$ cat src/rtl/rsdiv_pkg.sv
// Package: shared defaults for the realignable divider.
// Assumes: consumers take widths from here unless overridden.
package rsdiv_pkg;
    // Default counter width: divide by 2**5 = 32
    localparam int unsigned DEF_CNT_W = 5;
endpackage

$ cat src/rtl/rsdiv_edge.sv
// Module: rsdiv_edge
// Registers the strobe and flags a rising edge: high now, low at the
// previous clock edge. Assumes the strobe is already synchronous to clk.
// Reset clears the history, so a strobe high at release counts as a rise.
module rsdiv_edge (
    input  logic clk,
    input  logic rst_n,
    input  logic strobe_i,
    output logic rise_o
);
    logic prev_q;

    // Holds the strobe level seen at the previous edge
    always_ff @(posedge clk) begin
        if (!rst_n) prev_q <= 1'b0;
        else        prev_q <= strobe_i;
    end

    // Rising edge: current high, previous low
    always_comb rise_o = strobe_i & ~prev_q;
endmodule

$ cat src/rtl/rsdiv_counter.sv
// Module: rsdiv_counter
// Down-counter with a synchronous load; the MSB is the divided clock.
// Assumes load_i is a single-cycle request in the clk domain.
module rsdiv_counter #(
    parameter int unsigned CNT_W = rsdiv_pkg::DEF_CNT_W
) (
    input  logic             clk,
    input  logic             rst_n,
    input  logic             load_i,
    input  logic [CNT_W-1:0] reload_i,
    output logic [CNT_W-1:0] count_o,
    output logic             msb_o
);
    localparam logic [CNT_W-1:0] ONE = {{(CNT_W-1){1'b0}}, 1'b1};

    logic [CNT_W-1:0] count_q;

    // Load replaces the decrement so no output period is lost
    always_ff @(posedge clk) begin
        if (!rst_n)      count_q <= '0;
        else if (load_i) count_q <= reload_i;
        else             count_q <= count_q - ONE;
    end

    // Expose the count and its top bit
    always_comb begin
        count_o = count_q;
        msb_o   = count_q[CNT_W-1];
    end
endmodule

$ cat src/rtl/rsdiv_top.sv
// Module: rsdiv_top
// Divides clk by 2**CNT_W and realigns the phase on each strobe rise.
// Assumes strobe_i and reload_i are synchronous to clk.
module rsdiv_top #(
    parameter int unsigned CNT_W = rsdiv_pkg::DEF_CNT_W
) (
    input  logic             clk,
    input  logic             rst_n,
    input  logic             strobe_i,
    input  logic [CNT_W-1:0] reload_i,
    output logic             div_clk_o,
    output logic             realign_o
);
    logic             rise;
    logic [CNT_W-1:0] count_q;
    logic             realign_q;

    rsdiv_edge u_edge (
        .clk      (clk),
        .rst_n    (rst_n),
        .strobe_i (strobe_i),
        .rise_o   (rise)
    );

    rsdiv_counter #(.CNT_W(CNT_W)) u_cnt (
        .clk      (clk),
        .rst_n    (rst_n),
        .load_i   (rise),
        .reload_i (reload_i),
        .count_o  (count_q),
        .msb_o    (div_clk_o)
    );

    // Flags the cycle that follows each reload
    always_ff @(posedge clk) begin
        if (!rst_n) realign_q <= 1'b0;
        else        realign_q <= rise;
    end

    always_comb realign_o = realign_q;
endmodule

$ cat config.mk
export PLATFORM = sky130hd
export DESIGN_NAME = rsdiv_top
export DESIGN_NICKNAME = d
export VERILOG_FILES = /design/src/rtl/rsdiv_pkg.sv /design/src/rtl/rsdiv_edge.sv /design/src/rtl/rsdiv_counter.sv /design/src/rtl/rsdiv_top.sv
export SDC_FILE = /design/constraint.sdc
export NUM_CORES = 1
export LEC_CHECK = 0
export BUFFER_PORTS_ARGS = -buffer_cell sky130_fd_sc_hd__buf_4
export CAP_MARGIN = 20
export CORE_AREA = 5 5 42 44
export DETAILED_ROUTE_END_ITERATION = 6
export DIE_AREA = 0 0 47 49
export GPL_TIMING_DRIVEN = 1
export PLACE_DENSITY = 0.46
export SYNTH_ARGS = -nofsm -noshare
export SYNTH_HDL_FRONTEND = slang
export SYNTH_SLANG_ARGS = --single-unit
$ cat constraint.sdc
create_clock -name clk -period 2.6 [get_ports clk]
set_clock_uncertainty 0.05 [all_clocks]
set_input_delay 0.78 -clock clk [delete_from_list [all_inputs] [get_ports clk]]
set_output_delay 0.78 -clock clk [all_outputs]
set_load 0.02 [all_outputs]
; ---- Yosys cells after proc, flatten, opt, wreduce, memory -nomap -nowiden
; Index checks and enable logic that the tools add are counted.
[totals]
register_bits = 7
wordCells = 7
[classes]
addsub = 1
mux = 1
bitwise = 2
[op_table]
columns = operator, n
row1 = two-way mux 5 bit, 1
row2 = "subtractor 5 x 1 -> 5 bit, second input constant", 1
row3 = AND 1 bit, 1
row4 = NOT 1 bit, 1

; ---- Logic depth before layout (Yosys ltp)
[depth]
depth_word = 3
ltp_mapped = 5

; ---- Modules after synthesis
; Synthesis repeated with hierarchy kept, for this count alone.
[unflattened]
cells_unflattened = 33
hier_area_um2 = 311.5
[modules_own_cells]
columns = module, n_inst, cells_each, area_per_inst_um2
row1 = rsdiv_counter, 1, 28, 245.2
row2 = rsdiv_edge, 1, 3, 40.0
row3 = rsdiv_top, 1, 2, 26.3

; ---- Worst setup path before layout
; No wires, ideal clock.
[synth_timing]
path_type = in2reg
from = in strobe_i
to = reg u_cnt.count_q[0], in the netlist u_cnt.count_o[0]
arrival_time_ns = 1.157
slack_ns = 1.277
stages = 3
path_buffers = 1
path_cell_list = nand2b_1 -> buf_2 -> o211a_1
[synth_between]
elab_chain_len = 2
[synth_lines]
columns = item, line
row1 = start: declaration, rsdiv_top.sv:9  ; input logic strobe_i,
row2 = AND 1 bit, rsdiv_edge.sv:20  ; always_comb rise_o = strobe_i & ~prev_q;
row3 = two-way mux 5 bit, rsdiv_counter.sv:21  ; else if (load_i) count_q <= reload_i;
row4 = end signal: assignment, rsdiv_counter.sv:21
row5 = end signal: assignment, rsdiv_counter.sv:22  ; else count_q <= count_q - ONE;
row6 = end: declaration, rsdiv_counter.sv:16  ; logic [CNT_W-1:0] count_q;
; No other way between the ends.
; A chain may end at the register's enable or synchronous reset.

; ---- Worst setup path after layout
[layout_timing]
from = reg u_cnt.count_q[4], in the netlist u_cnt.count_o[4]
to = out div_clk_o
[layout_rtl]
columns = item, line
row1 = end: declaration, rsdiv_top.sv:11  ; output logic div_clk_o,
; No word-level cell between the ends.

==> results.yml <==
run_status:
  outcome: "completed"
die:
  initial_core_util: 0.207
  ios: 10
  rows: 14
  die_y_um: 49
  die_x_um: 47
  core_area_um2: 1400
  dieArea_um2: 2300
critical_path:
  crit_chain: "buf_4"
  crit_fanout: 2
  cp-end-kind: "output pin"
  required_ps: 1770
  start_kind: "flop"
  crit_buf_inv: 1
  path_class: "reg2out"
  max_stage_delay_ps: 340
  crit_family: "flip-flops"
  cp_slowest_cell: "dfxtp_1"
  critical_path_arrival_ps: 730
drt:
  wl_per_cell_um: 10.1
  ant_nets: 0
  first_iter_violations: 2
  dr.pass1.iters: 4
  vias_per_cell: 4.11
  vias: 234
  drt_wl_total_um: 574
  drc: 0
clock_network:
  clock_sinks: 7
  cts_setup_buffers: 0
  tritoncts: "built"
  numCtsBuffers: 3
  clock_latency_ps: 250
  clockBufferDepth: 2
  cts_max_level: 1
  cts_root_buf: "clkbuf_4"
  ctsResizeCount: 0
  path_clk_slew_ps: 50
  hold_buffers: 0
flow_run:
  drv_cap: 0
logic_synthesis:
  synth_cell_types: 14
  avgSynthCellArea_um2: 10.0
  synth_fp_nets: 38
  synth.ff_latch_count: 7
  ys.warnings.count: 0
  synth_area_um2: 290
  syn_inst: 29
  seq_area_frac_synth: 0.483
global_routing:
  grt_usage: 0.0621
  grt_pass1_vias: 244
  grt_pass1_wl_um: 979
  overflow: 0
  antenna_found_initial: 0
  grt_max_degree: 11
place:
  gp_congestion: 0.635
  portBuffers: 9
  pre_cts_ws_ps: 1040
  place_area_um2: 373
sta:
  relSlewSlack: 0.784
  setup_viol: 0
  finalSetupTns_ps: 0
  period_needed_ps: 1560
  fmax_mhz: 642
  rsz0062_at_grt: "no"
  report.final.hold_viol_count: 0
  slew_viol_final: 0
  worst_pin_slew_ps: 324
  fin_ws_ps: 1040
  fin_crit_sh: 0.599
pwr:
  p_per_area_nw_per_um2: 695
  leakage_nw: 0.182
  peakVddDrop_v: 0.000230
min_path:
  hold_path.class: "reg2reg"
finish:
  final_layout_size_suffix_gt1_frac: 0.341
  final_area_um2: 399
  syn_to_final_growth_pct: 37.5
  antenna_cells: 0
  layout.nets: 51
-- state kept, by name, indices dropped and copies added, names as in the netlist --
register / flops
u_edge.prev_q: 1
realign_o: 1
u_cnt.count_o: 5
-- per-layer routing --
| metal | GRT usage | up-vias | wire [um] |
|---|---|---|---|
| met5 | 0 | - | 0 |
| met4 | 0.0415 | 0 | 0 |
| met2 | 0.0973 | 7 | 326 |
| met3 | 0.0332 | 0 | 37 |
| li1 | - | 121 | - |
| met1 | 0.0596 | 106 | 211 |
-- worst paths after layout --
kind                                                   from                     endpoint  slack (ps)  depth (start not counted)
worst max-delay path            u_cnt.count_o[4]$_SDFF_PN0_                    div_clk_o        1040                          1
worst min-delay path               u_edge.prev_q$_SDFF_PN0_         realign_o$_SDFF_PN0_         360                          1
worst max register to register  u_cnt.count_o[0]$_SDFF_PN0_  u_cnt.count_o[4]$_SDFF_PN0_        1420                          5
worst min register to register     u_edge.prev_q$_SDFF_PN0_         realign_o$_SDFF_PN0_         360                          1
-- cell type report --
| class | count | area (um^2) |
|---|---|---|
| clock buffers | 4 | 26.3 |
| inverters | 2 | 7.51 |
| multi-input cells | 19 | 138 |
| repair buffers | 9 | 67.6 |
| flip-flops and latches | 7 | 140 |
| fillers | 161 | 1000 |
| well taps | 16 | 20.0 |
-- report_power, final --
part | switching (mW) | internal, mW | total [mW]
clock | 0.0399 | 0.0586 | 0.0985
sequential | 0.00900 | 0.119 | 0.128
combinational | 0.0215 | 0.0299 | 0.0514
total | 0.0704 | 0.207 | 0.277
-- synth_stat cells --
cell type  number  area [um^2]
nor3b_2         1         12.5
ha_1            1         12.5
a21oi_1         3         15.0
and2_1          1         6.26
buf_2           1         5.00
nor2b_1         1         6.26
nand2_1         2         7.51
nor3_2          1         10.0
inv_1           2         7.51
nand2b_1        1         6.26
dfxtp_1         7          140
o21ai_0         3         15.0
xnor2_1         3         26.3
o211a_1         2         20.0
-- cells by family (layout without fill, tap and decap cells) --
kind of cell             after synthesis  count (layout)  synth area share
adder cells (fa/ha/maj)                1               1            0.0431
XOR/XNOR                               3               3            0.0905
AND/OR/NAND/NOR                        7               7             0.168
AO/OA/AOI/OAI                          8               8             0.172
flip-flops                             7               7             0.483
buffers and inverters                  3              15            0.0431
-- per-stage QoR --
stage | instances | util | hold WS (ps) | total power, mW
2_1_floorplan | 29 | - | 333 | 0.163
3_3_place_gp | 53 | 0.266 | 342 | 0.179
3_5_place_dp | 53 | 0.266 | 355 | 0.182
4_1_cts | 57 | 0.285 | 364 | 0.284
5_1_grt | 57 | 0.285 | 383 | 0.294
6_report | 57 | 0.285 | 358 | 0.277
-- placed cells by master (no fill, tap or decap) --
| master | count |
|---|---|
| nand2_1 | 2 |
| inv_1 | 2 |
| xnor2_1 | 3 |
| o21ai_0 | 3 |
| a21oi_1 | 3 |
| dfxtp_1 | 7 |
| and2_1 | 1 |
| buf_4 | 9 |
| clkbuf_4 | 3 |
| nor3b_2 | 1 |
| o211a_1 | 2 |
| nor2b_1 | 1 |
| ha_1 | 1 |
| nand2b_1 | 1 |
| clkbuf_1 | 1 |
| nor3_2 | 1 |
Note: power is estimated with default switching activity, not from simulation.
